$ cat src/rtl/lsusb_rx_pkg.sv
package lsusb_rx_pkg;
  // {dp, dm}
  typedef enum logic [1:0] {
    LN_SE0 = 2'b00,
    LN_J   = 2'b01,
    LN_K   = 2'b10,
    LN_SE1 = 2'b11
  } line_t;

  typedef enum logic [1:0] {
    ST_IDLE,
    ST_HUNT,
    ST_CHK,
    ST_RX
  } rx_st_t;
endpackage

$ cat src/rtl/lsusb_line_stage.sv
module lsusb_line_stage
  import lsusb_rx_pkg::*;
(
  input  logic  clk_i,
  input  logic  rst_ni,
  input  logic  dp_i,
  input  logic  dm_i,
  output line_t ln_o,
  output line_t ln_prev_o
);
  always_ff @(posedge clk_i or negedge rst_ni) begin
    if (!rst_ni) begin
      ln_o      <= LN_J;
      ln_prev_o <= LN_J;
    end else begin
      ln_o      <= line_t'({dp_i, dm_i});
      ln_prev_o <= ln_o;
    end
  end
endmodule

$ cat src/rtl/lsusb_bit_timer.sv
module lsusb_bit_timer #(
  parameter int CLK_PER_BIT = 10
) (
  input  logic clk_i,
  input  logic rst_ni,
  input  logic load_first_i,
  input  logic load_bit_i,
  output logic tick_o
);
  localparam int CW    = $clog2(2 * CLK_PER_BIT);
  // first sample lands mid-way through the bit after the detected edge
  localparam int FIRST = CLK_PER_BIT + CLK_PER_BIT / 2 - 1;

  logic [CW-1:0] cnt_q;

  assign tick_o = (cnt_q == '0);

  always_ff @(posedge clk_i or negedge rst_ni) begin
    if (!rst_ni)                     cnt_q <= CW'(CLK_PER_BIT - 1);
    else if (load_first_i)           cnt_q <= CW'(FIRST);
    else if (load_bit_i || tick_o)   cnt_q <= CW'(CLK_PER_BIT - 1);
    else                             cnt_q <= cnt_q - 1'b1;
  end
endmodule

$ cat src/rtl/lsusb_destuff.sv
module lsusb_destuff
  import lsusb_rx_pkg::*;
(
  input  logic       clk_i,
  input  logic       rst_ni,
  input  logic       start_i,
  input  logic       smp_i,
  input  line_t      ln_i,
  output logic       ev_eop_o,
  output logic       ev_err_o,
  output logic       ev_byte_o,
  output logic [7:0] byte_nxt_o
);
  line_t      prev_q;
  logic [2:0] ones_q;
  logic [2:0] pos_q;
  logic [7:0] sh_q;
  logic       bit_d, stuffed, se0;

  assign se0        = (ln_i == LN_SE0);
  assign bit_d      = (ln_i == prev_q);
  assign stuffed    = (ones_q == 3'd6);
  assign byte_nxt_o = {bit_d, sh_q[7:1]};
  assign ev_eop_o   = smp_i && se0 && (pos_q != 3'd0);
  assign ev_err_o   = smp_i && !ev_eop_o && stuffed && bit_d;
  assign ev_byte_o  = smp_i && !ev_eop_o && !stuffed && (pos_q == 3'd7);

  always_ff @(posedge clk_i or negedge rst_ni) begin
    if (!rst_ni) begin
      prev_q <= LN_K;
      ones_q <= '0;
      pos_q  <= '0;
      sh_q   <= '0;
    end else if (start_i) begin
      prev_q <= LN_K;
      ones_q <= '0;
      pos_q  <= '0;
      sh_q   <= '0;
    end else if (smp_i) begin
      prev_q <= ln_i;
      if (stuffed) begin
        ones_q <= '0;  // dropped, position unchanged
      end else begin
        sh_q   <= byte_nxt_o;
        pos_q  <= pos_q + 3'd1;
        ones_q <= bit_d ? ones_q + 3'd1 : 3'd0;
      end
    end
  end
endmodule

$ cat src/rtl/lsusb_rx.sv
module lsusb_rx
  import lsusb_rx_pkg::*;
#(
  parameter int CLK_PER_BIT = 10,
  parameter int BUF_BYTES   = 8,
  localparam int CNT_W      = $clog2(BUF_BYTES + 1)
) (
  input  logic             clk_i,
  input  logic             rst_ni,
  input  logic             dp_i,
  input  logic             dm_i,
  output logic             byte_valid_o,
  output logic [7:0]       byte_o,
  output logic             eop_o,
  output logic [CNT_W-1:0] byte_cnt_o,
  output logic             ovf_o,
  output logic             stuff_err_o
);
  line_t      ln, ln_prev;
  rx_st_t     st_q, st_d;
  logic       tick, load_first, load_bit, smp;
  logic       ev_eop, ev_err, ev_byte;
  logic [7:0] byte_nxt;
  logic [CNT_W-1:0] cnt_q;

  lsusb_line_stage u_line (
    .clk_i, .rst_ni, .dp_i, .dm_i, .ln_o(ln), .ln_prev_o(ln_prev)
  );

  lsusb_bit_timer #(.CLK_PER_BIT(CLK_PER_BIT)) u_tmr (
    .clk_i, .rst_ni, .load_first_i(load_first), .load_bit_i(load_bit), .tick_o(tick)
  );

  assign smp = (st_q == ST_RX) && tick;

  lsusb_destuff u_dstf (
    .clk_i, .rst_ni,
    .start_i   (st_q != ST_RX),
    .smp_i     (smp),
    .ln_i      (ln),
    .ev_eop_o  (ev_eop),
    .ev_err_o  (ev_err),
    .ev_byte_o (ev_byte),
    .byte_nxt_o(byte_nxt)
  );

  always_comb begin
    st_d       = st_q;
    load_first = 1'b0;
    load_bit   = 1'b0;
    unique case (st_q)
      ST_IDLE: begin
        load_bit = (ln != LN_J);
        if (tick && ln == LN_J) st_d = ST_HUNT;
      end
      ST_HUNT: begin
        if (ln == LN_K && ln_prev == LN_J) begin
          load_first = 1'b1;
          st_d       = ST_CHK;
        end
      end
      ST_CHK: begin
        if (tick) begin
          if (ln == LN_K)      st_d = ST_RX;
          else if (ln == LN_J) st_d = ST_HUNT;
          else                 st_d = ST_IDLE;
        end
      end
      ST_RX: begin
        if (ev_eop || ev_err) st_d = ST_IDLE;
        else if (ev_byte && cnt_q == CNT_W'(BUF_BYTES)) st_d = ST_IDLE;
      end
      default: st_d = ST_IDLE;
    endcase
  end

  always_ff @(posedge clk_i or negedge rst_ni) begin
    if (!rst_ni) begin
      st_q         <= ST_IDLE;
      cnt_q        <= '0;
      byte_valid_o <= 1'b0;
      byte_o       <= '0;
      eop_o        <= 1'b0;
      byte_cnt_o   <= '0;
      ovf_o        <= 1'b0;
      stuff_err_o  <= 1'b0;
    end else begin
      st_q         <= st_d;
      byte_valid_o <= 1'b0;
      eop_o        <= 1'b0;
      ovf_o        <= 1'b0;
      stuff_err_o  <= 1'b0;
      if (st_q != ST_RX) cnt_q <= '0;
      if (ev_eop) begin
        eop_o      <= 1'b1;
        byte_cnt_o <= cnt_q;
      end
      if (ev_err) stuff_err_o <= 1'b1;
      if (ev_byte) begin
        if (cnt_q == CNT_W'(BUF_BYTES)) begin
          ovf_o <= 1'b1;
        end else begin
          byte_valid_o <= 1'b1;
          byte_o       <= byte_nxt;
          cnt_q        <= cnt_q + 1'b1;
        end
      end
    end
  end
endmodule

$ cat config.mk
export PLATFORM = sky130hd
export DESIGN_NAME = lsusb_rx
export DESIGN_NICKNAME = d
export VERILOG_FILES = /design/src/rtl/lsusb_rx_pkg.sv /design/src/rtl/lsusb_line_stage.sv /design/src/rtl/lsusb_bit_timer.sv /design/src/rtl/lsusb_destuff.sv /design/src/rtl/lsusb_rx.sv
export SDC_FILE = /design/constraint.sdc
export NUM_CORES = 1
export LEC_CHECK = 0
export BUFFER_PORTS_ARGS = -buffer_cell sky130_fd_sc_hd__buf_2
export CAP_MARGIN = 20
export CORE_UTILIZATION = 40
export CTS_BUF_LIST = sky130_fd_sc_hd__clkbuf_8
export CTS_CLUSTER_SIZE = 28
export DETAILED_ROUTE_END_ITERATION = 12
export SLEW_MARGIN = 0
export SYNTH_ARGS = -nofsm -noshare
export SYNTH_HDL_FRONTEND = slang
export SYNTH_HIERARCHICAL = 1
export SYNTH_SLANG_ARGS = --single-unit
$ cat constraint.sdc
create_clock -name clk_i -period 2.46 [get_ports clk_i]
set_input_delay 0.369 -clock clk_i [delete_from_list [all_inputs] [get_ports clk_i]]
set_output_delay 0.369 -clock clk_i [all_outputs]
set_load 0.1 [all_outputs]
======== After elaboration in Yosys (flattened, before gate mapping) ========
Index checks and enable logic that the tools add are counted.
storage, ports and cells
  register bits ........................... 47
  input bits .............................. 4
  output and inout port bits .............. 16
  logic and storage cells ................. 94
cells by class
  eq/ne operators ......................... 17
  bitwise gates (word level) .............. 1
  multiplexer cells ....................... 34
  $add $sub $neg .......................... 4
  reduce and logical (&&, ||, !) cells .... 23
operator list
  kind                                                                   count
  8-bit two-way mux                                                      3
  3-bit two-way mux                                                      7
  2-bit two-way mux                                                      8
  4-bit two-way mux                                                      3
  1-bit logical AND                                                      11
  1-bit two-way mux                                                      10
  5-bit two-way mux                                                      2
  2-bit != test, second input constant                                   4
  2-bit one-hot mux with 4 select lines                                  1
  3-bit by 1-bit adder with 3-bit output, second input constant          2
  2-bit by 1-bit equality test with 1-bit output, second input constant  3
  2-bit equality test, second input constant                             3
  3-bit equality test, second input constant                             2
  5-bit logical NOT                                                      1
  5-bit by 1-bit subtractor with 5-bit output, second input constant     1
  4-bit by 1-bit adder with 4-bit output, second input constant          1
  4-bit equality test, second input constant                             1
  2-bit logical NOT                                                      2
  2-bit by 1-bit != test with 1-bit output, second input constant        2
  2-bit AND reduction                                                    2
  4-bit AND reduction                                                    1
  3-bit by 1-bit != test with 1-bit output, second input constant        1
  3-bit nonzero test                                                     1
  2-bit equality test                                                    1
  other kinds (4)                                                        6

======== Logic depth before layout (Yosys ltp) ========
  depth after elaboration ................. 12
  gate-level depth with buffers ........... 11
  gate-level depth less buffers ........... 9

======== Cells and area by module ========
The synthesis kept the hierarchy.
by module, submodules not included
  module            cells each  times used  seq. area each (um^2)  area each (um^2)
  lsusb_rx          77          1           550.5                  1033.5
  lsusb_destuff     75          1           376.6                  837.1
  lsusb_bit_timer   22          1           127.6                  249.0
  lsusb_line_stage  4           1           102.6                  102.6

======== Least setup slack after synthesis ========
No wires, ideal clock.
  path type ............................... register -> register
  start ................................... register u_tmr.cnt_q[0]
  end ..................................... register st_q[1]
  path slack .............................. -0.188 ns
  arrival time ............................ 2.523 ns
  cell stages (with the launch flop) ...... 10
  period minus slack after synthesis ...... 2.648 ns
  data required time ...................... 2.335 ns
  path buffers ............................ 1
  library setup time ...................... 0.125 ns
  cells stage by stage .................... dfstp_2 inv_1 ha_1 nor4b_4 and3_1 buf_6 nor4b_1 or2_2 o311ai_1 mux2_2
on the way
  longest elaborated chain between the ends .. 11
  elaborated cells on any way between the ends .. 19
RTL lines
  what                                                                                            line                                      source
  start, declared                                                                                 lsusb_bit_timer.sv:14                     logic [CW-1:0] cnt_q;
  start signal, assigned                                                                          lsusb_bit_timer.sv:19                     if (!rst_ni) cnt_q <= CW'(CLK_PER_BIT - 1);
  start signal, assigned                                                                          lsusb_bit_timer.sv:20                     else if (load_first_i) cnt_q <= CW'(FIRST);
  start signal, assigned                                                                          lsusb_bit_timer.sv:21                     else if (load_bit_i || tick_o) cnt_q <= CW'(CLK_PER_BIT - 1);
  5-bit logical NOT (*)                                                                           lsusb_bit_timer.sv:16                     assign tick_o = (cnt_q == '0);
  named net tick                                                                                  lsusb_rx.sv:21                            logic tick, load_first, load_bit, smp;
  1-bit logical AND (*)                                                                           lsusb_rx.sv:34                            assign smp = (st_q == ST_RX) && tick;
  named net smp                                                                                   lsusb_rx.sv:21
  1-bit logical AND (*) (2 in a row)                                                              lsusb_destuff.sv:24                       assign ev_eop_o = smp_i && se0 && (pos_q != 3'd0);
  named net ev_eop                                                                                lsusb_rx.sv:22                            logic ev_eop, ev_err, ev_byte;
  1-bit logical NOT                                                                               lsusb_destuff.sv:25, lsusb_destuff.sv:26
  1-bit logical AND                                                                               lsusb_destuff.sv:25, lsusb_destuff.sv:26
  1-bit logical AND (on tied branches) (2 in a row)                                               lsusb_destuff.sv:25, lsusb_destuff.sv:26
  1-bit logical OR / 1-bit logical AND (equally long branches)                                    lsusb_rx.sv:70, lsusb_rx.sv:71
  3-bit by 1-bit != test with 1-bit output (no line) / 2-bit two-way mux (equally long branches)  --
  4-bit AND reduction (no line) / 2-bit one-hot mux with 4 select lines (equally long branches)   --
  end signal, assigned                                                                            lsusb_rx.sv:88                            st_q <= st_d;
  end, declared                                                                                   lsusb_rx.sv:20                            rx_st_t st_q, st_d;
The timed path passes the listed nets; every way through them passes the cells marked *.
A chain may end at the register's enable or synchronous reset.

======== Final worst setup path ========
  start ................................... register u_tmr.cnt_q[0]
  end ..................................... register st_q[0]
Same word-level chain as after synthesis.

==> qor.csv <==
metric;value;unit
total CTS buffers;5;
FFs w/ async S/R, synth;100;%
CP startpoint kind;flip-flop;
Max Fanout on Critical Path;10;
First-pass DRT Iterations;4;
slack of the critical path;193;ps
max incr delay on CP;560;ps
Syn Std Cell Area;0.00222;mm²
crit path from;u_tmr/cnt_q[0];
worst slew pin tran;503;ps
I/O Buffers;19;
initial antenna violation count;0;
CTS H-tree lvls;2;
reg-to-reg setup timing slack;190;ps
# IOs;20;
Die H;76.5;µm
Post-synth EDFFs;0;
Total Routing Usage GR;15.0;%
Via-to-Cell Ratio;5.06;
vias;1396;
critical path's slowest cell;dfstp_2;
Top FF cell, synth;dfrtp_1;
crit path capture type;flip-flop;
worst r2r src;u_tmr/cnt_q[0];
Rows;26;
Power Dens Cells;579;mW/mm²
area leader, netlist;dfrtp_1;
# DRC;0;
sequential-to-total area share from yosys stat;52.1;%
GRT Residual Overflow;0;
final setup fails;0;
worst-skew pair later-pin latency;300;ps
CTS tree;done;
number of synthesized register bits;46;
final net count;219;
final worst-path cycle share;92.2;%
number of global-route vias before repair;1466;
layout cells sized above 1;30.6;%
Clock Tree Buf Depth;2;
die area;0.00586;mm²
crit path to;st_q[0];
unrepaired setup endpoints after global routing;no;
ANT cells;0;
Chip Width;76.5;µm
Leak;1.20;nW
Synth Instances;178;
post-synth cell types;49;
Post-Syn Area per Cell;12.5;µm²
HP Class;input pin to flip-flop;
synth warn;6;
number of nets with antenna violations after routing;0;
RR Endpoint;st_q[0];
Fmax;441;MHz
Syn Nets;192;
Worst Reg2Reg Path Length in Cells;9;
Initial Util;42.4;%
CP cell instances;inv_1, ha_1, nor4b_4, and3_1, buf_4, nor4b_2, or2_2, or3_1, o221ai_1;
fin crit period;2270;ps
DR iter-0 viols;113;
clk sink count;46;
routed len/inst;13.9;µm
register area;0.00116;mm²
top post-synthesis cells by area;dfrtp_1 46%, dfstp_2 5.9%, ha_1 5.6%;
Final Hold Viols;0;
area of the multi-input gates;972;µm²
Max IR drop VDD;0.000286;V
hold depth;1;
clock-pin slew on the worst setup and hold paths;80;ps
WP data arrival;2480;ps
dpl ws;144;ps
post-synth top area share;46.2;%
synth-to-layout area growth;13.3;%
DPL Wire Length;2710;µm
largest net degree at the start of global routing;46;
critical path type;flip-flop to flip-flop;
final RePlAce weighted congestion;0.703;
Final Skew;7.44;ps
core area;0.00524;mm²
Root Buffer;clkbuf_8;
outcome;finished clean;
setup TNS;0;ps
Fillers;482;
Final Slew Violations;0;
max cap viols;0;
WP data required;2670;ps
Routed WL;3830;µm
Post-CTS Resized;0;
first-pass GRT wire length;6960;µm
normalized max-slew margin;66.7;%
## cells in the mapped netlist, types with 2 or more instances
| cell | count |
|---|---|
| nor2b_1 | 2 |
| nor3_1 | 2 |
| nand3b_1 | 2 |
| xnor2_1 | 5 |
| mux2i_1 | 11 |
| and3_1 | 2 |
| mux2_4 | 6 |
| inv_1 | 11 |
| and3b_1 | 2 |
| buf_6 | 3 |
| nand3_1 | 4 |
| dfstp_2 | 5 |
| nand2b_1 | 6 |
| a21oi_1 | 6 |
| and2b_1 | 2 |
| nor2_1 | 13 |
| nand2_1 | 5 |
| buf_4 | 2 |
| o31ai_1 | 4 |
| dfrtp_1 | 41 |
| ha_1 | 10 |
| mux2_2 | 7 |
## where the power goes
group | internal [mW] | switching [mW]
combinational | 0.0860 | 0.0851
clock | 0.200 | 0.255
sequential | 0.795 | 0.0388
## registers in the layout, indices dropped and copies added, names as in the netlist
signal            count
stuff_err_o           1
u_line/ln_o           2
u_line/ln_prev_o      2
byte_cnt_o            4
eop_o                 1
u_dstf/sh_q           7
byte_valid_o          1
u_tmr/cnt_q           5
st_q                  2
u_dstf/pos_q          3
u_dstf/prev_q         2
byte_o                8
u_dstf/ones_q         3
cnt_q                 4
ovf_o                 1
## how the worst min path moves through the flow
stage / end / slack (ps) / from
after floorplan: byte_cnt_o[0] / 70 / rst_ni
after global placement: u_line/ln_prev_o[0] / 420 / u_line/ln_o[0]
after detailed placement: u_line/ln_prev_o[0] / 420 / u_line/ln_o[0]
after CTS: u_line/ln_o[0] / 160 / dm_i
after global routing: u_line/ln_o[0] / 150 / dm_i
final: u_line/ln_o[0] / 170 / dm_i
## cells in the final DEF, fill, tap and decap left out, drive strengths merged, types with 4 or more instances in the layout
master  count
mux2i      11
nor2       14
xnor2       5
nand3       4
mux2       13
clkbuf      5
dfrtp      41
nand2       5
a21oi       7
nand2b      6
inv        11
buf        26
o31ai       4
dfstp       5
ha         10
## worst max-delay path, delay by kind of cell (launching register included)
kind                       cells  cell delay (ps)
DFF                            1              560
adders and majority gates      1              220
and+or+nand+nor                5             1120
buffers and inverters          2              220
AOI/OAI and AO/OA              1               70
## per-layer routing
layer	vias to the layer above	share of wire [%]	wire length, µm	global-route usage [%]
met5	-	0	0	0
met2	23	50	1930	25.0
met1	697	46	1770	19.4
met3	2	3.1	118	3.59
li1	674	-	-	-
met4	0	0.39	15	4.04
## final cells by class
type                    count  share of cell area [%]
inverters                  11                    1.64
clock inverters             3                   0.845
multi-input cells         114                    38.6
flip-flops and latches     46                    46.0
well taps                  70                    3.48
clock buffers               5                    2.73
repair buffers             27                    6.76
## cell families (layout without fill, tap and decap cells)
family	Yosys count	count (layout)	synth area share, %
buffers and inverters	18	46	4.45
flip-flops	46	46	52.1
adder cells (fa/ha/maj)	10	10	5.63
multiplexers	24	24	12.6
XOR/XNOR	5	5	1.97
AO/OA/AOI/OAI	23	23	8.90
AND/OR/NAND/NOR	52	52	14.4
## stage by stage
stage	cells	hold WS, ps	power [mW]	utilization [%]	cell area (µm²)
finish	276	171	1.46	48.1	2520
CTS	273	159	1.47	47.4	2480
floorplan	178	73.4	0.971	-	2230
global route	276	151	1.55	48.1	2520
global placement	265	419	1.01	45.7	2390
detailed placement	265	419	1.02	45.7	2390
## timing repair
action | CTS | global route
hold buffers | 0 | 1
endpoints found under the setup margin | 0 | 8
setup buffers | 0 | 1
hold endpoints to repair | 0 | 1
Note: power is estimated with default switching activity, not from simulation.
